**config.mk**
```make
export PLATFORM = sky130hd
export DESIGN_NAME = xpose_switch
export DESIGN_NICKNAME = d
export VERILOG_FILES = /design/src/rtl/xpose_pkg.sv /design/src/rtl/xpose_seq.sv /design/src/rtl/xpose_delay.sv /design/src/rtl/xpose_steer.sv /design/src/rtl/xpose_switch.sv
export SDC_FILE = /design/constraint.sdc
export NUM_CORES = 1
export LEC_CHECK = 0
export ABC_AREA = 1
export CAP_MARGIN = 20
export CORE_MARGIN = 2
export CORE_UTILIZATION = 29
export DETAILED_ROUTE_END_ITERATION = 7
export SKIP_CTS_REPAIR_TIMING = 1
export SLEW_MARGIN = 25
export SYNTH_ARGS = -nofsm -noshare
export SYNTH_HDL_FRONTEND = slang
export SYNTH_SLANG_ARGS = --single-unit
```
**constraint.sdc**
```tcl
create_clock -name clk -period 3.9 [get_ports clk]
set_clock_uncertainty 0.15 [all_clocks]
set_input_delay 0.78 -clock clk [delete_from_list [all_inputs] [get_ports clk]]
set_output_delay 0.78 -clock clk [all_outputs]
set_load 0.1 [all_outputs]
```
**src/rtl/xpose_pkg.sv**
```systemverilog
// Shared constants and configuration decoding for the lane transposer.
// Assumes a fixed four-lane array interface; data width is set on the top.
package xpose_pkg;

    localparam int LANES   = 4;
    localparam int MAX_DLY = 3;
    localparam int SEL_W   = $clog2(LANES);
    localparam int DLY_W   = $clog2(MAX_DLY + 1);
    localparam int SUB_W   = $clog2(LANES + 1);

    typedef enum logic [1:0] {
        ROWS_FOUR = 2'b00,
        ROWS_TWO  = 2'b01,
        ROWS_ONE  = 2'b10,
        ROWS_RSVD = 2'b11
    } rows_cfg_e;

    // Number of input cycles that make up one column.
    function automatic logic [SUB_W-1:0] sub_count(input logic [1:0] cfg, input logic m2);
        case (cfg)
            ROWS_TWO: return m2 ? SUB_W'(1) : SUB_W'(2);
            ROWS_ONE: return m2 ? SUB_W'(2) : SUB_W'(4);
            default:  return SUB_W'(1);
        endcase
    endfunction

    // Extra delay stages a lane needs so that it lines up with the last lane of its column.
    function automatic logic [DLY_W-1:0] lane_delay(input logic [1:0] cfg, input logic m2,
                                                    input logic [SEL_W-1:0] lane);
        logic [SUB_W-1:0] arrive;
        case (cfg)
            ROWS_TWO: arrive = m2 ? SUB_W'(0) : SUB_W'(lane[1]);
            ROWS_ONE: arrive = m2 ? SUB_W'(lane[0]) : SUB_W'(lane);
            default:  arrive = SUB_W'(0);
        endcase
        return DLY_W'(sub_count(cfg, m2) - SUB_W'(1) - arrive);
    endfunction

endpackage

```
**src/rtl/xpose_seq.sv**
```systemverilog
// Column sequencer: tracks the sub-cycle within a column and the column
// within a block. It restarts on the first-of-block flag and wraps by itself.
// Assumes cfg and mode are held stable for the whole of a block.
module xpose_seq
    import xpose_pkg::*;
(
    input  logic             clk,
    input  logic             rst_n,
    input  logic             in_valid,
    input  logic             in_first,
    input  logic [1:0]       cfg,
    input  logic             m2,
    output logic             fire,
    output logic [SEL_W-1:0] beat
);

    logic [SUB_W-1:0] sub_q;
    logic [SEL_W-1:0] beat_q;
    logic [SUB_W-1:0] cur_sub;
    logic [SEL_W-1:0] cur_beat;
    logic [SUB_W-1:0] n_sub;
    logic             last_sub;
    logic             last_beat;

    // Pick the current position, forcing column 0 on a new block.
    always_comb begin
        n_sub     = sub_count(cfg, m2);
        cur_sub   = in_first ? '0 : sub_q;
        cur_beat  = in_first ? '0 : beat_q;
        last_sub  = (cur_sub == n_sub - SUB_W'(1));
        last_beat = (cur_beat == (m2 ? SEL_W'(1) : SEL_W'(LANES - 1)));
        fire      = in_valid && last_sub;
        beat      = cur_beat;
    end

    // Advance the position on each valid input cycle.
    always_ff @(posedge clk) begin
        if (!rst_n) begin
            sub_q  <= '0;
            beat_q <= '0;
        end else if (in_valid) begin
            if (last_sub) begin
                sub_q  <= '0;
                beat_q <= last_beat ? '0 : cur_beat + SEL_W'(1);
            end else begin
                sub_q  <= cur_sub + SUB_W'(1);
                beat_q <= cur_beat;
            end
        end
    end

endmodule

```
**src/rtl/xpose_delay.sv**
```systemverilog
// Bypassable delay element for one lane. A short register chain shifts on
// valid input cycles only, and a tap selector picks the stage to use
// (0 means bypass).
module xpose_delay
    import xpose_pkg::*;
#(
    parameter int DW    = 16,
    parameter int DEPTH = MAX_DLY
) (
    input  logic             clk,
    input  logic             rst_n,
    input  logic             en,
    input  logic [DW-1:0]    din,
    input  logic [DLY_W-1:0] sel,
    output logic [DW-1:0]    dout
);

    logic [DW-1:0] taps [0:DEPTH];

    // Stage 0 is the live input.
    always_comb taps[0] = din;

    for (genvar s = 1; s <= DEPTH; s++) begin : g_stage
        // Each stage takes the previous one when the array presents data.
        always_ff @(posedge clk) begin
            if (!rst_n)  taps[s] <= '0;
            else if (en) taps[s] <= taps[s-1];
        end
    end

    // Select the tap that aligns this lane with the column's last lane.
    always_comb dout = taps[sel];

endmodule

```
**src/rtl/xpose_steer.sv**
```systemverilog
// Rotating lane selector. Upper lanes use 4:1 paths whose select narrows in
// 2x2 mode; lower lanes add a 2:1 path inside their own half for 2x2 mode.
// Assumes beat stays below 2 in 2x2 mode.
module xpose_steer
    import xpose_pkg::*;
#(
    parameter int DW = 16
) (
    input  logic [DW-1:0]    aligned [LANES],
    input  logic [SEL_W-1:0] beat,
    input  logic             m2,
    output logic [DW-1:0]    steered [LANES]
);

    for (genvar k = 0; k < LANES; k++) begin : g_lane
        localparam logic [SEL_W-1:0] K = SEL_W'(k);
        if (k < LANES / 2) begin : g_upper
            logic [SEL_W-1:0] sel;
            // Rotate over all lanes, or only within the upper half in 2x2 mode.
            always_comb begin
                sel        = m2 ? {1'b0, K[0] ^ beat[0]} : K - beat;
                steered[k] = aligned[sel];
            end
        end else begin : g_lower
            logic [DW-1:0] wide;
            logic [DW-1:0] narrow;
            // Full rotation path, then a half-local path, then mode choice.
            always_comb begin
                wide       = aligned[K - beat];
                narrow     = aligned[{1'b1, K[0] ^ beat[0]}];
                steered[k] = m2 ? narrow : wide;
            end
        end
    end

endmodule

```
**src/rtl/xpose_switch.sv**
```systemverilog
// Top of the lane transposer. It aligns the lanes of reduced-row arrays with
// per-lane delay chains, rotates each column into transposed lane order and
// registers the result. Latency is one cycle from the last sub-cycle of a
// column. Assumes cfg_rows and mode_2x2 are stable during a block.
module xpose_switch
    import xpose_pkg::*;
#(
    parameter int DW = 16
) (
    input  logic                clk,
    input  logic                rst_n,
    input  logic                in_valid,
    input  logic                in_first,
    input  logic [1:0]          cfg_rows,
    input  logic                mode_2x2,
    input  logic [LANES*DW-1:0] in_lanes,
    output logic                out_valid,
    output logic [LANES*DW-1:0] out_lanes
);

    logic             fire;
    logic [SEL_W-1:0] beat;
    logic [DW-1:0]    lane_in  [LANES];
    logic [DW-1:0]    aligned  [LANES];
    logic [DW-1:0]    steered  [LANES];

    xpose_seq u_seq (
        .clk      (clk),
        .rst_n    (rst_n),
        .in_valid (in_valid),
        .in_first (in_first),
        .cfg      (cfg_rows),
        .m2       (mode_2x2),
        .fire     (fire),
        .beat     (beat)
    );

    for (genvar j = 0; j < LANES; j++) begin : g_align
        logic [DLY_W-1:0] dsel;
        // Unpack the lane and work out its alignment depth.
        always_comb begin
            lane_in[j] = in_lanes[j*DW +: DW];
            dsel       = lane_delay(cfg_rows, mode_2x2, SEL_W'(j));
        end

        xpose_delay #(.DW(DW), .DEPTH(MAX_DLY)) u_dly (
            .clk   (clk),
            .rst_n (rst_n),
            .en    (in_valid),
            .din   (lane_in[j]),
            .sel   (dsel),
            .dout  (aligned[j])
        );
    end

    xpose_steer #(.DW(DW)) u_steer (
        .aligned (aligned),
        .beat    (beat),
        .m2      (mode_2x2),
        .steered (steered)
    );

    // Register each completed column and its valid flag.
    always_ff @(posedge clk) begin
        if (!rst_n) begin
            out_valid <= 1'b0;
            out_lanes <= '0;
        end else begin
            out_valid <= fire;
            if (fire) begin
                for (int k = 0; k < LANES; k++) out_lanes[k*DW +: DW] <= steered[k];
            end
        end
    end

endmodule

```
Yosys cells after proc, flatten, opt, wreduce, memory -nomap -nowiden
Index checks and enable logic that the tools add are counted.
{"block": "word_totals", "rom_bits": 0, "latch_bits": 0, "n_memories": 0, "wordCells": 101, "register_bits": 262, "output_inout_bits": 65, "ram_bits": 0, "inputBits": 71}
{"block": "op_classes", "n_mux": 49, "n_div": 0, "order_cmp": 10, "n_addsub": 10, "bitwise": 11, "eq_ne": 4, "reduce_logical": 1, "shifts": 0, "multipliers": 0}
{"op": "16-bit 2-to-1 mux", "n": 22}
{"op": "16-bit binary-select mux with 2-bit select", "n": 10}
{"op": "3-bit greater-or-equal comparator, second input constant", "n": 10}
{"op": "2-bit inverter with 3-bit output", "n": 10}
{"op": "2-bit 2-to-1 mux", "n": 9}
{"op": "3-bit 2-to-1 mux", "n": 3}
{"op": "2-bit case mux with 2 select lines", "n": 2}
{"op": "3-bit case mux with 2 select lines", "n": 1}
{"op": "2-bit subtractor", "n": 3}
{"op": "1-bit by 2-bit subtractor with 2-bit output, first input constant", "n": 2}
{"op": "2-bit subtractor, first input constant", "n": 2}
{"op": "3-bit by 1-bit adder with 3-bit output, second input constant", "n": 1}
{"op": "3-bit == test", "n": 1}
{"op": "3-bit by 1-bit subtractor with 3-bit output, second input constant", "n": 1}
{"op": "2-bit by 1-bit adder with 2-bit output, second input constant", "n": 1}
{"op": "2-bit by 1-bit == test with 1-bit output, second input constant", "n": 1}
{"op": "2-bit == test", "n": 1}
{"op": "2-bit == test, second input constant", "n": 1}
{"op": "1-bit 2-to-1 mux", "n": 2}
{"op": "1-bit logical AND", "n": 1}
{"op": "1-bit inverter", "n": 1}

Longest topological paths before layout
{"block": "depth", "word_depth": 12, "ltp_mapped": 18, "mapped_depth_nobuf": 16}

Hierarchy
Synthesis repeated with hierarchy kept, for this count alone.
{"block": "unflattened", "hier_cells": 2401, "area_unflattened_um2": 14905.5}
{"module": "xpose_delay", "instances": 4, "cells_each": 396, "seq_area_each_um2": 960.9, "area_each_um2": 2479.9}
{"module": "xpose_switch", "instances": 1, "cells_each": 321, "seq_area_each_um2": 1301.2, "area_each_um2": 2773.9}
{"module": "xpose_steer", "instances": 1, "cells_each": 424, "seq_area_each_um2": 0.0, "area_each_um2": 1754.2}
{"module": "xpose_seq", "instances": 1, "cells_each": 72, "seq_area_each_um2": 100.1, "area_each_um2": 457.9}

Least setup slack after synthesis
Ideal clock, no wire load.
{"block": "synth_timing", "kind": "input-to-reg", "startpoint": "in cfg_rows[1]", "endpoint": "reg out_lanes[23]", "path_buffers": 5, "t_required_ps": 3631, "path_stages": 17, "arrival_time_ps": 3052, "path_slack_ps": 579, "setup_time_ps": 119, "cell_sequence": "inv_1 > ha_1 > buf_4 > nand2_4 > nand2_4 > clkbuf_1 > ha_1 > buf_2 > xor2_1 > a21oi_4 > nand3_2 > inv_2 > buf_6 > buf_6 > nand2_1 > nor2_1 > nor2_1"}
{"block": "synth_via", "elab_chain_len": 11, "elab_cells_between_ends": 31, "classes_between": "add/sub: 4; eq/ne: 3; mux: 19; bitwise: 4; reduce/logical: 1"}
{"element": "from (decl)", "line_no": "xpose_switch.sv:14", "text": "input logic [1:0] cfg_rows,"}
{"element": "2-bit == test or 2-bit by 1-bit == test with 1-bit output (tied branches)", "line_no": "xpose_pkg.sv:20, xpose_pkg.sv:31"}
{"element": "3-bit case mux with 2 select lines", "line_no": "xpose_pkg.sv:20", "text": "case (cfg)"}
{"element": "3-bit by 1-bit subtractor with 3-bit output", "line_no": "xpose_seq.sv:30", "text": "last_sub = (cur_sub == n_sub - SUB_W'(1));"}
{"element": "2-bit subtractor", "line_no": "xpose_pkg.sv:36", "text": "return DLY_W'(sub_count(cfg, m2) - SUB_W'(1) - arrive);"}
{"element": "2-bit inverter with 3-bit output (not written as such)", "line_no": "xpose_delay.sv:32", "text": "always_comb dout = taps[sel];"}
{"element": "16-bit binary-select mux with 2-bit select", "line_no": "xpose_delay.sv:32"}
{"element": "16-bit 2-to-1 mux (not written as such) (2 in a row)", "line_no": "xpose_delay.sv:32"}
{"element": "16-bit binary-select mux with 2-bit select", "line_no": "xpose_steer.sv:22", "text": "steered[k] = aligned[sel];"}
{"element": "16-bit 2-to-1 mux (not written as such) (2 in a row)", "line_no": "xpose_steer.sv:22"}
{"element": "to (signal assigned)", "line_no": "xpose_switch.sv:67", "text": "out_lanes <= '0;"}
{"element": "to (decl)", "line_no": "xpose_switch.sv:18", "text": "output logic [LANES*DW-1:0] out_lanes"}
Several ways; a longest one is shown, not always the timed one. The select of a mux whose other input is x is not followed.
A chain may end at the register's enable or synchronous reset.

Worst setup path in the final report
{"block": "layout_timing", "startpoint": "in cfg_rows[1]", "endpoint": "reg out_lanes[57]"}
{"block": "layout_via", "elab_chain_len": 12, "elab_cells_between_ends": 35, "classes_between": "add/sub: 4; eq/ne: 3; mux: 23; bitwise: 4; reduce/logical: 1"}
{"element": "2-bit == test or 2-bit by 1-bit == test with 1-bit output (tied branches)", "line_no": "xpose_pkg.sv:20, xpose_pkg.sv:31"}
{"element": "3-bit case mux with 2 select lines", "line_no": "xpose_pkg.sv:20"}
{"element": "3-bit by 1-bit subtractor with 3-bit output", "line_no": "xpose_seq.sv:30"}
{"element": "2-bit subtractor", "line_no": "xpose_pkg.sv:36"}
{"element": "2-bit inverter with 3-bit output (not written as such)", "line_no": "xpose_delay.sv:32"}
{"element": "16-bit binary-select mux with 2-bit select", "line_no": "xpose_delay.sv:32"}
{"element": "16-bit 2-to-1 mux (not written as such) (2 in a row)", "line_no": "xpose_delay.sv:32"}
{"element": "16-bit binary-select mux with 2-bit select (on tied branches)", "line_no": "xpose_steer.sv:29, xpose_steer.sv:30"}
{"element": "16-bit 2-to-1 mux (on tied branches) (2 in a row)", "line_no": "xpose_steer.sv:29, xpose_steer.sv:30"}
{"element": "16-bit 2-to-1 mux", "line_no": "xpose_steer.sv:31", "text": "steered[k] = m2 ? narrow : wide;"}
Several ways; a longest one is shown, not always the timed one. The select of a mux whose other input is x is not followed.

==> results.cfg <==
[run_status]
status = finished, final reports clean

[drt]
dr.pass1.iters = 7
wl_um = 47800
wl_per_cell_um = 17.5
drc_errors = 0
vias_per_cell = 5.03
dr_total_vias = 13700
ant_nets = 0
drt_iter0_drc = 1417

[placement]
dp_hpwl_um = 35300
io_buffers = 135
gp_congestion = 0.965
place_inst = 2680
dp_slack_ns = -0.149

[clock_network]
root_buffer = clkbuf_16
cts_sinks = 262
htree_levels = 1
cts_tree = built
clk_pin_slew_ns = 0.06
clk_latency_ns = 0.57
cts_buffer_depth = 3
numCtsBuffers = 30

[synthesis]
synth_area_sq_um = 13200
synthDominantCellAreaShare = 0.399
synth_top_flop_cell = dfxtp_1
synth_edf_count = 0
synth_top_area_cell = dfxtp_1
ys_types = 28
synth_xor_area_frac = 0.00200
syn_inst = 2002
syn_nets = 2082
ys_top_cells_by_area = dfxtp_1 (40%), nand3_1 (13%), o21ai_0 (12%), nor2_1 (8.5%), nand2_1 (8.4%)
synthAdderAreaFrac = 0.00856
yosysWarnings = 0
ys_seq_elements = 262
synth_common_cells = nand3_1 (344), o21ai_0 (306), nor2_1 (298), nand2_1 (294), dfxtp_1 (262)
synth_top_family_by_area = simple AND/OR/NAND/NOR gates
postSynthAreaPerCell_sq_um = 6.57
synth_compound_area_frac = 0.191
yosysMostFrequentCell = nand3_1
synthSimpleGateAreaFrac = 0.308
async_flop_share = 0
yosysSeqAreaShare = 0.399
synthMuxAreaShare = 0

[flow_run]
maxCapViolations = 0

[floorplan]
fp.dieArea_sq_um = 47100
io_pins = 136
die_h_um = 217
start_util = 0.292
rows = 78
die_x_um = 217
coreArea_sq_um = 45100

[grt]
grt_pass1_vias = 12900
grt_max_degree = 121
antenna_found_initial = 2
grt_pass1_wl_um = 74400
track_usage = 0.200
grt.overflow.total = 0

[critical_path]
crit_type = in2reg
worstSetupEndpointType = flop
cp_slowest_stage_delay_ns = 0.45
crit_arrival_ns = 3.77
cp_num_buf_inv = 8
slowest_stage = clkdlybuf4s50_1
cp-start-kind = input port
path_common_cell = buf_4
critical-path-top-delay-family = buffers and inverters
ff2ff_setup_slack_ns = 1.70
crit_chain = clkdlybuf4s50_1, inv_1, ha_1, inv_1, nand2_1, nand2_4, ha_1, buf_4, buf_4, xor2_1, a21oi_4, nand3_2, inv_2, buf_4, buf_12, nand2_1, nor2_1, nor2_1
path_max_fanout = 27
crit_required_ns = 4.21

[sta]
hold_viol_final = 0
tightestPinTransition_ns = 1.02
setup_violations = 0
drv_slew = 0
maxClockFrequency_mhz = 289
rsz0062_at_grt = false
period_needed_ns = 3.46
post-route-period-util = 0.887
whs_ns = 0.298
slew_headroom = 0.316
setup_slack_ns = 0.441

[power_and_ir_drop]
powerDensity_nw_per_um2 = 496
leakagePower_nw = 6.78
peakVddDrop_v = 0.000346

[cells_and_area]
antennaDiodeCount = 0
synthToLayoutAreaGrowth_pct = 24.8
nets = 2192
stdcell_count = 2730
drive_above_1_share = 0.0770

[min_path]
hold_class = reg2reg
## metrics by stage
stage / setup TNS, ns / instance area, sq um / util / power, mW
finish: 0 / 16400 / 0.364 / 8.14
global route: 0 / 16400 / 0.364 / 8.51
CTS: 0 / 16400 / 0.364 / 8.18
detailed placement: -2.37 / 15500 / 0.343 / 5.40
global placement: -0.263 / 15500 / 0.343 / 5.39
floorplan: 0 / 13200 / - / 4.58
## logic make-up after synthesis
logic type,after synthesis
adders and majority gates,9
xor gates and xnor gates,3
buffers and inverters,288
AOI/OAI and AO/OA,490
DFF,262
and+or+nand+nor,950
## worst register-to-register path, delay by kind of cell, from the launching register on
kind | cells | cell delay [ns]
buf+inv | 3 | 0.73
flops | 1 | 0.35
simple gates | 6 | 0.84
## layer usage
metal / vias to the layer above / wire (um) / track usage
met3: 85 / 2900 / 0.0305
met4: 2 / 1570 / 0.0644
li1: 6872 / - / -
met5: - / 11 / 0
met1: 6358 / 21700 / 0.273
met2: 413 / 21500 / 0.323
## layout make-up
| cell class | count | area [sq um] |
|---|---|---|
| fillers | 4887 | 28700 |
| multi-input cells | 1452 | 6700 |
| flip-flops and latches | 262 | 5250 |
| repair buffers | 234 | 2270 |
| clock buffers | 43 | 881 |
| well taps | 600 | 751 |
| inverters | 132 | 499 |
| clock inverters | 7 | 70.1 |
## cell usage in the layout, fill, tap and decap left out, types with 14 or more instances in the layout
cell type / n
o21ai_1: 20
buf_4: 86
nor2_1: 297
nand2_1: 293
inv_1: 126
o21ai_0: 306
buf_12: 14
clkbuf_16: 31
nand3_1: 344
dfxtp_1: 262
clkdlybuf4s50_1: 133
a21oi_1: 146
o211ai_1: 16
## worst paths after layout
check | start | endpoint | depth (start not counted)
max | cfg_rows[1] | out_lanes[57] | 18
min | g_align[2].u_dly.taps[7] | g_align[2].u_dly.taps[7] | 2
max reg2reg | u_seq.beat_q[0] | out_lanes[53] | 9
min reg2reg | g_align[2].u_dly.taps[7] | g_align[2].u_dly.taps[7] | 2
## where the power goes
part           total [mW]  internal, mW  switching, mW
clock network        2.77          1.62           1.15
logic                2.35         0.699           1.65
registers            3.02          2.89          0.127
## flip-flops by register name, summed over array words and instances, names as in the netlist
register and cells:
g_align.u_dly.taps 192, out_lanes 64, out_valid 1, u_seq.beat_q 2, u_seq.sub_q 3
(Power assumes the default switching activity.)
